[config.mk]
export PLATFORM = sky130hd
export DESIGN_NAME = pfq_prefetch_unit
export DESIGN_NICKNAME = d
export VERILOG_FILES = /design/src/rtl/pfq_pkg.sv /design/src/rtl/pfq_byte_queue.sv /design/src/rtl/pfq_bus_seq.sv /design/src/rtl/pfq_stall_meter.sv /design/src/rtl/pfq_prefetch_unit.sv
export SDC_FILE = /design/constraint.sdc
export NUM_CORES = 1
export LEC_CHECK = 0
export BUFFER_PORTS_ARGS = -buffer_cell sky130_fd_sc_hd__buf_2
export CAP_MARGIN = 20
export CORE_MARGIN = 1
export CORE_UTILIZATION = 50
export CTS_CLUSTER_DIAMETER = 40
export CTS_CLUSTER_SIZE = 20
export DETAILED_ROUTE_END_ITERATION = 8
export HOLD_SLACK_MARGIN = 0.08
export PLACE_DENSITY_LB_ADDON = 0.15
export SYNTH_ARGS = -nofsm -noshare
export SYNTH_HDL_FRONTEND = slang
export SYNTH_SLANG_ARGS = --single-unit
export TNS_END_PERCENT = 50
[constraint.sdc]
create_clock -name clk -period 3.4 [get_ports clk]
set_clock_uncertainty 0.15 [all_clocks]
set_input_delay 0.51 -clock clk [delete_from_list [all_inputs] [get_ports clk]]
set_output_delay 0.51 -clock clk [all_outputs]
set_load 0.005 [all_outputs]
[src/rtl/pfq_pkg.sv]
package pfq_pkg;
   // Queue depth follows the bus width selection.
   function automatic int qdepth(input int wide);
      return (wide != 0) ? 6 : 4;
   endfunction
endpackage

[src/rtl/pfq_byte_queue.sv]
module pfq_byte_queue #(
   parameter int DEPTH = 4,
   localparam int CNT_W = $clog2(DEPTH + 1),
   localparam int PTR_W = $clog2(DEPTH)
) (
   input  logic             clk,
   input  logic             rst_n,
   input  logic             clear,
   input  logic [1:0]       push_n,
   input  logic [7:0]       push_d0,
   input  logic [7:0]       push_d1,
   input  logic             pop,
   output logic [7:0]       head,
   output logic [CNT_W-1:0] count
);
   logic [7:0]       store [DEPTH];
   logic [PTR_W-1:0] rd_p, wr_p;

   function automatic logic [PTR_W-1:0] wrap(input logic [PTR_W-1:0] p, input int k);
      int t;
      t = int'(p) + k;
      if (t >= DEPTH) t = t - DEPTH;
      return PTR_W'(t);
   endfunction

   always_ff @(posedge clk) begin
      if (push_n != 2'd0) store[wr_p] <= push_d0;
      if (push_n == 2'd2) store[wrap(wr_p, 1)] <= push_d1;
   end

   always_ff @(posedge clk) begin
      if (!rst_n || clear) begin
         rd_p  <= '0;
         wr_p  <= '0;
         count <= '0;
      end else begin
         if (pop) rd_p <= wrap(rd_p, 1);
         wr_p  <= wrap(wr_p, int'(push_n));
         count <= count + CNT_W'(push_n) - CNT_W'(pop);
      end
   end

   assign head = store[rd_p];


   no_overflow_chk: assert property (@(posedge clk) disable iff (!rst_n)
      count <= CNT_W'(DEPTH));

   pop_nonempty_chk: assert property (@(posedge clk) disable iff (!rst_n)
      pop |-> count != '0);

   clear_empty_chk: assert property (@(posedge clk) disable iff (!rst_n)
      clear |=> count == '0);
endmodule

[src/rtl/pfq_bus_seq.sv]
module pfq_bus_seq #(
   parameter int ADDR_W     = 20,
   parameter int WIDE       = 0,
   parameter int SLOW_EN    = 1,
   parameter int SLOW_LIMIT = 65536,
   parameter int FAST_CLKS  = 4,
   parameter int SLOW_CLKS  = 6,
   parameter int ROOM_W     = 3,
   parameter logic [ADDR_W-1:0] RESET_ADDR = '0,
   localparam int TICK_W = $clog2(((SLOW_CLKS > FAST_CLKS) ? SLOW_CLKS : FAST_CLKS) + 1)
) (
   input  logic              clk,
   input  logic              rst_n,
   input  logic              flush,
   input  logic [ADDR_W-1:0] flush_addr,
   input  logic              bus_busy,
   input  logic              mem_ready,
   input  logic [ROOM_W-1:0] room,
   output logic              mem_req,
   output logic [ADDR_W-1:0] mem_addr,
   output logic              done,
   output logic              cur_odd,
   output logic [1:0]        cur_w
);
   logic              busy;
   logic [TICK_W-1:0] tick, len;
   logic [ADDR_W-1:0] ptr, nxt;
   logic [1:0]        nxt_w;
   logic              slow, start;

   assign slow = (SLOW_EN != 0) && (ptr < ADDR_W'(SLOW_LIMIT));
   assign len  = slow ? TICK_W'(SLOW_CLKS) : TICK_W'(FAST_CLKS);
   assign done = busy && (tick == len) && mem_ready;
   assign nxt  = done ? ptr + ADDR_W'(cur_w) : ptr;

   generate
      if (WIDE != 0) begin : g_word
         assign cur_w    = ptr[0] ? 2'd1 : 2'd2;
         assign nxt_w    = nxt[0] ? 2'd1 : 2'd2;
         assign mem_addr = {ptr[ADDR_W-1:1], 1'b0};
      end else begin : g_byte
         assign cur_w    = 2'd1;
         assign nxt_w    = 2'd1;
         assign mem_addr = ptr;
      end
   endgenerate

   assign cur_odd = ptr[0];
   assign start   = (!busy || done) && !flush && !bus_busy && (room >= ROOM_W'(nxt_w));
   assign mem_req = busy;

   always_ff @(posedge clk) begin
      if (!rst_n) begin
         busy <= 1'b0;
         tick <= '0;
         ptr  <= RESET_ADDR;
      end else if (flush) begin
         busy <= 1'b0;
         tick <= '0;
         ptr  <= flush_addr;
      end else begin
         ptr <= nxt;
         if (start) begin
            busy <= 1'b1;
            tick <= TICK_W'(1);
         end else if (done) begin
            busy <= 1'b0;
         end else if (busy && tick != len) begin
            tick <= tick + 1'b1;
         end
      end
   end


   addr_hold_chk: assert property (@(posedge clk) disable iff (!rst_n)
      (mem_req && !done && !flush) |=> (mem_req && $stable(mem_addr)));

   busy_gate_chk: assert property (@(posedge clk) disable iff (!rst_n)
      (!mem_req && bus_busy) |=> !mem_req);

   flush_drop_chk: assert property (@(posedge clk) disable iff (!rst_n)
      flush |=> !mem_req);
endmodule

[src/rtl/pfq_stall_meter.sv]
module pfq_stall_meter #(
   parameter int STALL_W = 32
) (
   input  logic               clk,
   input  logic               rst_n,
   input  logic               want,
   input  logic               have,
   output logic [STALL_W-1:0] total
);
   always_ff @(posedge clk) begin
      if (!rst_n)            total <= '0;
      else if (want && !have) total <= total + 1'b1;
   end


   stall_step_chk: assert property (@(posedge clk) disable iff (!rst_n)
      (want && !have) |=> (total == $past(total) + 1'b1));

   stall_hold_chk: assert property (@(posedge clk) disable iff (!rst_n)
      !(want && !have) |=> $stable(total));
endmodule

[src/rtl/pfq_prefetch_unit.sv]
module pfq_prefetch_unit #(
   parameter int ADDR_W     = 20,
   parameter int WIDE       = 0,
   parameter int SLOW_EN    = 1,
   parameter int SLOW_LIMIT = 65536,
   parameter int FAST_CLKS  = 4,
   parameter int SLOW_CLKS  = 6,
   parameter int STALL_W    = 32,
   localparam int DEPTH = pfq_pkg::qdepth(WIDE),
   localparam int CNT_W = $clog2(DEPTH + 1),
   localparam int DW    = (WIDE != 0) ? 16 : 8
) (
   input  logic               clk,
   input  logic               rst_n,
   input  logic               flush,
   input  logic [ADDR_W-1:0]  flush_addr,
   input  logic               pop_req,
   output logic               q_valid,
   output logic [7:0]         q_byte,
   output logic [CNT_W-1:0]   q_count,
   output logic [STALL_W-1:0] stall_cnt,
   input  logic               bus_busy,
   output logic               mem_req,
   output logic [ADDR_W-1:0]  mem_addr,
   input  logic [DW-1:0]      mem_rdata,
   input  logic               mem_ready
);
   generate
      if (WIDE != 0 && WIDE != 1) begin : g_bad_wide
         $error("WIDE must be 0 or 1");
      end
      if (ADDR_W < 17) begin : g_bad_addr
         $error("ADDR_W must cover the shared region limit");
      end
      if (FAST_CLKS < 1 || SLOW_CLKS < 1) begin : g_bad_clks
         $error("bus cycle lengths must be positive");
      end
   endgenerate

   logic             done, cur_odd, pop_fire;
   logic [1:0]       cur_w, push_n;
   logic [7:0]       d0, d1;
   logic [CNT_W:0]   after, room;

   assign q_valid  = (q_count != '0);
   assign pop_fire = pop_req && q_valid && !flush;
   assign push_n   = (done && !flush) ? cur_w : 2'd0;
   assign after    = {1'b0, q_count} + (CNT_W+1)'(push_n) - (CNT_W+1)'(pop_fire);
   assign room     = (CNT_W+1)'(DEPTH) - after;

   generate
      if (WIDE != 0) begin : g_steer16
         assign d0 = cur_odd ? mem_rdata[DW-1:DW-8] : mem_rdata[7:0];
         assign d1 = mem_rdata[DW-1:DW-8];
      end else begin : g_steer8
         assign d0 = mem_rdata[7:0];
         assign d1 = mem_rdata[7:0];
      end
   endgenerate

   pfq_bus_seq #(
      .ADDR_W(ADDR_W), .WIDE(WIDE), .SLOW_EN(SLOW_EN), .SLOW_LIMIT(SLOW_LIMIT),
      .FAST_CLKS(FAST_CLKS), .SLOW_CLKS(SLOW_CLKS), .ROOM_W(CNT_W+1),
      .RESET_ADDR('0)
   ) u_seq (
      .clk(clk), .rst_n(rst_n), .flush(flush), .flush_addr(flush_addr),
      .bus_busy(bus_busy), .mem_ready(mem_ready), .room(room),
      .mem_req(mem_req), .mem_addr(mem_addr), .done(done),
      .cur_odd(cur_odd), .cur_w(cur_w)
   );

   pfq_byte_queue #(.DEPTH(DEPTH)) u_queue (
      .clk(clk), .rst_n(rst_n), .clear(flush), .push_n(push_n),
      .push_d0(d0), .push_d1(d1), .pop(pop_fire),
      .head(q_byte), .count(q_count)
   );

   pfq_stall_meter #(.STALL_W(STALL_W)) u_stall (
      .clk(clk), .rst_n(rst_n), .want(pop_req), .have(q_valid), .total(stall_cnt)
   );


   room_ok_chk: assert property (@(posedge clk) disable iff (!rst_n)
      $rose(mem_req) |-> (q_count <= CNT_W'(DEPTH - int'(cur_w))));

   order_chk: assert property (@(posedge clk) disable iff (!rst_n)
      (q_valid && !pop_req && !flush) |=> (q_valid && $stable(q_byte)));
endmodule

==> metrics.cfg, run 1 <==
[floorplanning]
die_y_um = 95.27
die_area_mm2 = 0.009075
ioPinCount = 99
initial_utilization_pct = 52.40
floorplan.rows = 33
dieWidth_um = 95.27
fp.coreArea_mm2 = 0.008299

[routing]
detail_route.first_pass.iterations = 4
drt-initial-drc-count = 120
route.final.wire_length_um = 8936
avgRoutedWirePerCell_um = 14.27
routed_via_density = 5.420
drt_drc = 0
num_vias = 3393
route.antenna.remaining_nets = 0

[status]
run_status = finished clean

[clocking]
clock_tree.htree_level_count = 3
holdBufCountCts = 0
path_clk_slew_ps = 100
postCtsSetupRepairBufs = 0
cts_tree = yes
cts_made_buffers = 9
numClockSinks = 97
cts-root-buf = sky130_fd_sc_hd__clkbuf_8
cts_max_path_bufs = 2
clock_latency_at_the_later_pin_of_the_worst_skew_pair_ps = 360

[synthesis]
synth_top_flop_cell = sky130_fd_sc_hd__dfxtp_1
seq_area_frac_synth_pct = 52.01
syn-instance-count = 419
fraction_of_synthesized_cell_area_taken_by_the_top_area_cell_type_pct = 29.92
synth_async_sr_flop_share_pct = 0
syn-cell-area_mm2 = 0.004349
postSynthNetCount = 462
yosys.area.top_type = sky130_fd_sc_hd__dfxtp_1
top_area_cells_in_the_synthesized_netlist = sky130_fd_sc_hd__dfxtp_1 (30%), sky130_fd_sc_hd__edfxtp_1 (22%), sky130_fd_sc_hd__xnor2_1 (5.4%)
synthesis.area_per_instance_um2 = 10.38
yosys.cell_types.count = 45
count_of_flip_flops_with_a_built_in_enable_after_synthesis = 32
yosys_register_bits = 97
synth.yosys.warnings = 0

[critical_path]
count_of_buffering_cells_on_the_critical_path_with_inverters_included = 1
critical_path_sink_type = register
cpMaxStageDelayCell = sky130_fd_sc_hd__mux2_2
critPathTopFamily = compound AO/OA/AOI/OAI gates
critical_path.cell_chain = nor4_4 -> mux2_2 -> nand2_2 -> nor2_1 -> fa_1 -> inv_1 -> ha_1 -> xnor2_1 -> a311oi_2 -> a22oi_1 -> o22a_1 -> nor2_1
critPathKind = reg -> reg
cp_slowest_stage_delay_ps = 430
critical_path.startpoint_type = register
critical_path_rt_ps = 3540
cp.arrival_ps = 3190
path_max_fanout = 6
path_common_cell = sky130_fd_sc_hd__nor2_1

[sta]
rsz0062_at_grt = false
setup_violations = 0
fin_crit_sh_pct = 89.57
tightestPinTransition_ps = 945.7
fin_setup_tns_ps = 0
period_needed_ps = 3045
timing.fmax_mhz = 328.4
slew-limit-headroom_pct = 36.89
slew_violations = 0
final_hold_viol_count = 0

[power]
power_per_cell_area_mw_per_mm2 = 403.2
post-layout-total-power_mw = 2.081
irDropWorstVdd_mv = 0.2142
power_leakage_nw = 2.032

[global_route]
first_global_vias = 3065
overflow = 0
antenna_violations_before_repair = 0
grt_pass1_wl_um = 14480
grt_max_degree = 39
gr_usage_total_pct = 20.64

[layout]
layout.cells.most_common_list = sky130_fd_sc_hd__buf_2 (98), sky130_fd_sc_hd__dfxtp_1 (65), sky130_fd_sc_hd__nor2_1 (46)
area_used_by_multi_input_combinational_logic_mm2 = 0.001974
final_cell_count_no_fill = 626
mostFrequentLayoutCell = sky130_fd_sc_hd__buf_2
n_fill_cell = 707
sequential_cell_area_mm2 = 0.002262
drive_gt1_share_pct = 26.30
flow.area_growth_from_synthesis_pct = 18.70
design.final.nets = 559
diodes = 0

[place]
detailed_place_hpwl_um = 6405
numPlacedInstances = 610
buffer_ports.inserted = 98
gpl.final_weighted_congestion = 0.8497

[run]
max-cap-violations = 0

[worst_hold_path]
hp-class = in -> reg

stage by stage:
| stage | setup WS, ps | hold slack [ps] | utilization, % | cell area (um^2) |
|---|---|---|---|---|
| 4_1_cts | 91.97 | 188.3 | 61.99 | 5145 |
| 2_1_floorplan | 380.7 | 334.7 | - | 4349 |
| 5_1_grt | 130.0 | 187.2 | 62.20 | 5162 |
| 6_report | 354.7 | 203.5 | 62.20 | 5162 |
| 3_5_place_dp | 4.068 | 351.0 | 59.61 | 4947 |
| 3_3_place_gp | 152.0 | 343.9 | 59.61 | 4947 |
synth_stat cells, types with 5 or more instances:
| cell type | n |
|---|---|
| sky130_fd_sc_hd__and4_1 | 7 |
| sky130_fd_sc_hd__nand4_1 | 17 |
| sky130_fd_sc_hd__edfxtp_1 | 32 |
| sky130_fd_sc_hd__mux4_2 | 8 |
| sky130_fd_sc_hd__nand3_1 | 19 |
| sky130_fd_sc_hd__dfxtp_1 | 65 |
| sky130_fd_sc_hd__inv_1 | 16 |
| sky130_fd_sc_hd__and2_1 | 5 |
| sky130_fd_sc_hd__and3_1 | 12 |
| sky130_fd_sc_hd__clkbuf_1 | 16 |
| sky130_fd_sc_hd__nor3_1 | 10 |
| sky130_fd_sc_hd__ha_1 | 7 |
| sky130_fd_sc_hd__nor4_1 | 11 |
| sky130_fd_sc_hd__a21oi_1 | 18 |
| sky130_fd_sc_hd__nand2_1 | 22 |
| sky130_fd_sc_hd__nor2_1 | 46 |
| sky130_fd_sc_hd__xnor2_1 | 27 |
| sky130_fd_sc_hd__o21ai_0 | 23 |
| sky130_fd_sc_hd__xor2_1 | 25 |
state kept, by name, summed over array words and instances, names as in the netlist, named ones only:
signal          count
u_queue.count       3
u_seq.mem_req       1
u_queue.store      32
u_seq.mem_addr     20
u_queue.rd_p        2
u_seq.tick          3
u_queue.wr_p        2
u_stall.total      32
what timing repair did:
| action | in CTS | in global routing |
|---|---|---|
| setup endpoints to repair | 1 | 3 |
| gates resized for setup | 1 | 3 |
| cloned | 0 | 0 |
path summary, 6_finish.rpt:
check	from	endpoint	cells past startpoint	slack, ps
max	u_seq.mem_addr[16]	u_seq.tick[0]	12	350
min	mem_rdata[6]	u_queue.store[1][6]	1	200
max reg2reg	u_seq.mem_addr[16]	u_seq.tick[0]	12	350
min reg2reg	u_stall.total[31]	u_stall.total[31]	2	370
cells by family (layout without fill, tap and decap cells):
group / after synthesis / count (layout) / share of synthesized area (%)
AO/OA/AOI/OAI: 50 / 50 / 6.358
XOR/XNOR: 52 / 52 / 10.47
AND/OR/NAND/NOR: 163 / 163 / 19.76
multiplexers: 13 / 13 / 5.322
buffers and inverters: 35 / 137 / 3.136
adder cells (fa/ha/maj): 9 / 9 / 2.934
flip-flops: 97 / 97 / 52.01
routing by layer:
metal / track usage (%) / routed length [um] / up-vias
met5: 0 / 0 / -
met4: 7.955 / 143 / 0
met3: 4.067 / 372 / 12
met2: 32.92 / 4233 / 79
met1: 27.60 / 4187 / 1613
li1: - / - / 1689
layout make-up:
| class | instances | area share (%) |
|---|---|---|
| Clock buffer | 9 | 2.399 |
| Tap cell | 105 | 2.545 |
| Inverter | 16 | 1.163 |
| Multi-Input combinational cell | 287 | 38.25 |
| Timing Repair Buffer | 105 | 10.52 |
| Clock inverter | 7 | 1.309 |
| Sequential cell | 97 | 43.82 |
report_power, final:
group          internal, mW  leakage (nW)  switching [mW]
Sequential             1.21         0.817          0.0268
Clock                 0.287        0.0958           0.442
Combinational        0.0534          1.12          0.0590
No activity file was read; power rests on OpenSTA's default activity.
==> run 2, diff against run 1 <==
Settings changed: CORE_ASPECT_RATIO set to 1.25, CTS_CLUSTER_SIZE 20 to 28.
==> run 2 against run 1 <==
Net effect: routed wire length rose by 1.8%; sequential power is essentially flat; first-iteration DRC count is 34% higher; core utilization down 0.22 points; final cell count is 0.96% lower; largest power group unchanged.
==> metrics.cfg, run 2 (synthesis results as in run 1) <==
[status]
run_status = finished clean

[sta]
final_hold_viol_count = 0  ; unchanged
setup_violations = 0  ; unchanged
fin_crit_sh_pct = 93.36  ; +3.8 points
timing.final.ws_setup_ps = 225.8  ; -128.8 ps
fin_setup_tns_ps = 0  ; unchanged
period_needed_ps = 3174  ; +128.8 ps
slew-limit-headroom_pct = 33.74  ; -3.1 points
timing.fmax_mhz = 315.0  ; -4.1%
rsz0062_at_grt = false
tightestPinTransition_ps = 984.8  ; +39.13 ps
slew_violations = 0  ; unchanged
fin_hold_ws_ps = 213.0  ; +9.572 ps

[layout]
finish.utilization_pct = 61.98  ; -0.22 points
layout.cells.most_common_list = sky130_fd_sc_hd__buf_2 (98), sky130_fd_sc_hd__dfxtp_1 (65), sky130_fd_sc_hd__nor2_1 (46)
mostFrequentLayoutCell = sky130_fd_sc_hd__buf_2
design.final.nets = 561  ; +0.36%
flow.area_growth_from_synthesis_pct = 18.76  ; about the same
diodes = 0  ; unchanged
final_cell_count_no_fill = 620  ; -0.96%
drive_gt1_share_pct = 26.39  ; +0.091 points

[global_route]
first_global_vias = 3205  ; +4.6%
overflow = 0  ; unchanged
antenna_violations_before_repair = 0  ; unchanged
gr_usage_total_pct = 20.63  ; about the same
grt_max_degree = 39  ; unchanged
grt_pass1_wl_um = 14900  ; +2.9%

[power]
power_per_cell_area_mw_per_mm2 = 409.0  ; +1.5%
power_leakage_nw = 2.038  ; +0.31%
irDropWorstVdd_mv = 0.1922  ; -10%

[place]
pre_cts_ws_ps = 294.7  ; +290.7 ps
detailed_place_hpwl_um = 6368  ; -0.58%
numPlacedInstances = 604  ; -0.98%
buffer_ports.inserted = 98  ; unchanged
gpl.final_weighted_congestion = 0.8871  ; +4.4%

[routing]
route.antenna.remaining_nets = 0  ; unchanged
routed_via_density = 5.495  ; +1.4%
avgRoutedWirePerCell_um = 14.67  ; +2.8%
detail_route.first_pass.iterations = 4  ; unchanged
route.final.wire_length_um = 9097  ; +1.8%
drt_drc = 0  ; unchanged
num_vias = 3407  ; +0.41%
drt-initial-drc-count = 161  ; +34%

[floorplanning]
die_y_um = 106.3  ; +12%
dieWidth_um = 85.42  ; -10%
floorplan.rows = 37  ; +12%
fp.coreArea_mm2 = 0.008333  ; +0.41%
die_area_mm2 = 0.009078  ; about the same
initial_utilization_pct = 52.19  ; -0.21 points
ioPinCount = 99  ; unchanged

[critical_path]
worst-r2r-setup-slack_ps = 230  ; -130 ps
cp-endpoint = u_seq.tick[0]
worst_r2r_startpoint = u_seq.mem_addr[16]
critical_path.startpoint_type = register
regToRegEndpoint = u_seq.tick[0]
critical_path_sink_type = register
rr_worst_depth = 12  ; unchanged
critical_path_rt_ps = 3550  ; about the same
path_max_fanout = 6  ; unchanged
cp.arrival_ps = 3320  ; +130 ps
setup.worst_path.start = u_seq.mem_addr[16]
critPathKind = reg -> reg

[clocking]
cts_tree = yes
cts-root-buf = sky130_fd_sc_hd__clkbuf_8
post_cts.resized_instances = 0  ; -1
cts_max_path_bufs = 2  ; unchanged
path_clk_slew_ps = 100  ; about the same
holdBufCountCts = 0  ; unchanged
numClockSinks = 97  ; unchanged
postCtsSetupRepairBufs = 0  ; unchanged
clock_latency_at_the_later_pin_of_the_worst_skew_pair_ps = 360  ; about the same
cts_made_buffers = 9  ; unchanged
clock_tree.htree_level_count = 3  ; unchanged

[worst_hold_path]
min_path_cells = 1  ; unchanged
hp-class = in -> reg
min-delay-start = mem_rdata[5]

[run]
max-cap-violations = 0  ; unchanged

==> run 2: layout make-up <==
class | instances | area (um^2)
Fill cell | 716 | 3168
Sequential cell | 97 | 2262
Multi-Input combinational cell | 287 | 1963
Timing Repair Buffer | 107 | 558.0
Clock buffer | 9 | 123.9
Tap cell | 97 | 121.4
Clock inverter | 7 | 76.32
Inverter | 16 | 60.06
==> run 2: routing by layer <==
layer | track usage [%] | share of wire (%) | wire [um]
met5 | 0 | 0 | 0
met1 | 25.15 | 44 | 4020
met3 | 5.357 | 5.1 | 468
met4 | 5.952 | 1.3 | 116
met2 | 35.77 | 49 | 4491
==> run 2: critical path, cell delays in order (launching register included) <==
cell,delay (ps)
sky130_fd_sc_hd__dfxtp_1,360
sky130_fd_sc_hd__nor4_1,490
sky130_fd_sc_hd__mux2_2,450
sky130_fd_sc_hd__nand2_1,90
sky130_fd_sc_hd__nor2_1,60
sky130_fd_sc_hd__fa_1,360
sky130_fd_sc_hd__inv_1,60
sky130_fd_sc_hd__ha_1,150
sky130_fd_sc_hd__xnor2_1,90
sky130_fd_sc_hd__a311oi_1,400
sky130_fd_sc_hd__a22oi_1,130
sky130_fd_sc_hd__o22a_1,230
sky130_fd_sc_hd__nor2_1,80
==> run 2: how the worst min path moves through the flow <==
stage	endpoint
after CTS	u_queue.store[3][1]
after global routing	u_queue.store[1][5]
after floorplan	register
after detailed placement	u_stall.total[31]
final	u_queue.store[2][5]
after global placement	u_stall.total[31]
==> run 2: power breakdown <==
group	leakage (nW)	switching (mW)	internal [mW]
Sequential	0.817	0.0255	1.21
Combinational	1.12	0.0592	0.0513
Clock	0.0981	0.415	0.347
==> run 2: per-stage QoR <==
stage	power, mW	instance area [um^2]
finish	2.113	5165
global route	2.193	5165
CTS	2.129	5165
detailed placement	1.376	4965
global placement	1.373	4965
floorplan	1.322	4349
==> run 3, diff against run 2 <==
Settings changed: CORE_UTILIZATION 50 to 49.
Clock period 3.4 ns to 2.85 ns, I/O delays scaled along.
==> run 3 against run 2 <==
Net effect: clock power increased by 28%; total power grew 23%; sequential share of layout area down 1.5 points; routed wire length up 3.8%; die area up 2.0%; sequential cell count stayed put; non-clock buffer count rose by 11; critical path depth is the same; setup slack worse by 140 ps; final cell count grew 5.5%.
==> metrics.cfg, run 3 (synthesis results as in run 1) <==
[status]
run_status = finished clean

[global_route]
overflow = 0  ; unchanged
antenna_violations_before_repair = 0  ; unchanged
gr_usage_total_pct = 21.46  ; +0.83 points
grt_pass1_wl_um = 15550  ; +4.4%
first_global_vias = 3296  ; +2.8%
grt_max_degree = 39  ; unchanged

[layout]
diodes = 0  ; unchanged
flow.area_growth_from_synthesis_pct = 23.22
finish.utilization_pct = 61.93  ; about the same
final_cell_count_no_fill = 654  ; +5.5%
layout.cells.most_common_list = sky130_fd_sc_hd__buf_2 (98), sky130_fd_sc_hd__dfxtp_1 (64), sky130_fd_sc_hd__nor2_1 (45)
mostFrequentLayoutCell = sky130_fd_sc_hd__buf_2
drive_gt1_share_pct = 29.21  ; +2.8 points
design.final.nets = 572  ; +2.0%

[power]
p_comb_share_pct = 5.7  ; +0.5 points
post-layout-total-power_mw = 2.599  ; +23%
p_int_mw = 2.013  ; +25%
switching_share_pct = 22.56  ; -1.1 points
power.share.clock_pct = 37.4  ; +1.3 points
p_sw_mw = 0.5863  ; +17%
irDropWorstVdd_mv = 0.2665  ; +39%
power_per_cell_area_mw_per_mm2 = 485.0  ; +19%
seqPwrFrac_pct = 56.9  ; -1.8 points
power_leakage_nw = 2.134  ; +4.7%

[critical_path]
count_of_buffering_cells_on_the_critical_path_with_inverters_included = 1  ; unchanged
cp.arrival_ps = 2910  ; -410 ps
cp_num_cells = 12  ; unchanged
cpMaxStageDelayCell = sky130_fd_sc_hd__dfxtp_4
critPathTopFamily = compound AO/OA/AOI/OAI gates
path_max_fanout = 5  ; -1
critical_path_rt_ps = 3000  ; -550 ps
critPathKind = reg -> reg
critical_path.startpoint_type = register
rr_worst_depth = 12  ; unchanged
critical_path.cell_chain = nor4_4 -> mux2_4 -> nand2_4 -> nor2_4 -> fa_2 -> inv_2 -> ha_4 -> xnor2_2 -> a311oi_2 -> a22oi_1 -> o22a_1 -> nor2_1
critical_path_sink_type = register
cp_slowest_stage_delay_ps = 370  ; -120 ps

[routing]
detail_route.first_pass.iterations = 4  ; unchanged
drt-initial-drc-count = 139  ; -14%
avgRoutedWirePerCell_um = 14.44  ; -1.6%
num_vias = 3490  ; +2.4%
drt_drc = 0  ; unchanged
route.final.wire_length_um = 9441  ; +3.8%
routed_via_density = 5.336  ; -2.9%
route.antenna.remaining_nets = 0  ; unchanged

[sta]
slew-limit-headroom_pct = 63.76  ; +30 points
period_needed_ps = 2763  ; -411.6 ps
tightestPinTransition_ps = 542.8  ; -442.0 ps
fin_hold_ws_ps = 133.1  ; -79.89 ps
fin_crit_sh_pct = 96.93  ; +3.6 points
rsz0062_at_grt = true
timing.final.ws_setup_ps = 87.38  ; -138.4 ps
slew_violations = 0  ; unchanged
final_hold_viol_count = 0  ; unchanged
setup_violations = 0  ; unchanged
timing.fmax_mhz = 362.0  ; +15%

[floorplanning]
ioPinCount = 99  ; unchanged
dieWidth_um = 86.27  ; +0.99%
floorplan.rows = 38  ; +2.7%
die_area_mm2 = 0.009259  ; +2.0%
fp.coreArea_mm2 = 0.008653  ; +3.8%
die_y_um = 107.3  ; +0.99%
initial_utilization_pct = 50.26  ; -1.9 points

[place]
gpl.final_weighted_congestion = 0.7997  ; -9.9%
numPlacedInstances = 636  ; +5.3%
buffer_ports.inserted = 98  ; unchanged
detailed_place_hpwl_um = 6674  ; +4.8%
pre_cts_ws_ps = -84.00  ; -378.7 ps

[clocking]
numClockSinks = 97  ; unchanged
clock_latency_at_the_later_pin_of_the_worst_skew_pair_ps = 360  ; about the same
path_clk_slew_ps = 90  ; about the same
cts-root-buf = sky130_fd_sc_hd__clkbuf_8
holdBufCountCts = 0  ; unchanged
clock_tree.htree_level_count = 3  ; unchanged
cts_max_path_bufs = 2  ; unchanged
cts_made_buffers = 9  ; unchanged
cts_tree = yes

[run]
max-cap-violations = 0  ; unchanged

[worst_hold_path]
min_path_cells = 1  ; unchanged
hp-class = in -> reg

run 3: layer usage:
| metal | GRT usage [%] | vias to the layer above | wire length, um |
|---|---|---|---|
| li1 | - | 1729 | - |
| met5 | 0 | - | 0 |
| met3 | 5.138 | 4 | 480 |
| met1 | 26.03 | 1669 | 4029 |
| met4 | 6.786 | 0 | 55 |
| met2 | 37.30 | 88 | 4876 |
run 3: power by group through the flow:
stage          registers (mW)  clock network [mW]  logic [mW]
2_1_floorplan            1.51                   0      0.0706
3_3_place_gp             1.51                   0       0.141
3_5_place_dp             1.51                   0       0.144
4_1_cts                  1.48               0.998       0.146
5_1_grt                  1.48                1.05       0.166
6_report                 1.48               0.973       0.147
run 3: path summary, 6_finish.rpt:
check	from	end	slack [ps]
max	u_seq.mem_addr[16]	u_seq.tick[0]	90
min	mem_rdata[4]	u_queue.store[3][4]	130
max reg2reg	u_seq.mem_addr[16]	u_seq.tick[0]	90
min reg2reg	u_stall.total[1]	u_stall.total[1]	370
run 3: worst reg2reg max path, cell delays in order, from the launching register on:
cell and delay (ps):
sky130_fd_sc_hd__dfxtp_4 370, sky130_fd_sc_hd__nor4_4 320, sky130_fd_sc_hd__mux2_4 350, sky130_fd_sc_hd__nand2_4 80
sky130_fd_sc_hd__nor2_4 40, sky130_fd_sc_hd__fa_2 350, sky130_fd_sc_hd__inv_2 70, sky130_fd_sc_hd__ha_4 130
sky130_fd_sc_hd__xnor2_2 80, sky130_fd_sc_hd__a311oi_2 360, sky130_fd_sc_hd__a22oi_1 120, sky130_fd_sc_hd__o22a_1 210
sky130_fd_sc_hd__nor2_1 70
run 3: cell type report:
type / instances / area, um^2
inverters: 16 / 60.06
clock buffers: 9 / 123.9
fillers: 774 / 3294
repair buffers: 118 / 640.6
clock inverters: 7 / 92.59
well taps: 120 / 150.1
flip-flops and latches: 97 / 2266
multi-input cells: 287 / 2026
run 3: through the flow:
step           cell area [um^2]  setup TNS, ps
2_1_floorplan              4362              0
3_3_place_gp               5074              0
3_5_place_dp               5074         -125.6
4_1_cts                    5296              0
5_1_grt                    5359         -33.12
6_report                   5359              0
run 3: timing repair:
action,in CTS,in global routing
endpoints found under the setup margin,3,3
setup buffers,0,2
cloned,0,0
pin swaps,0,4
resized for setup,1,11
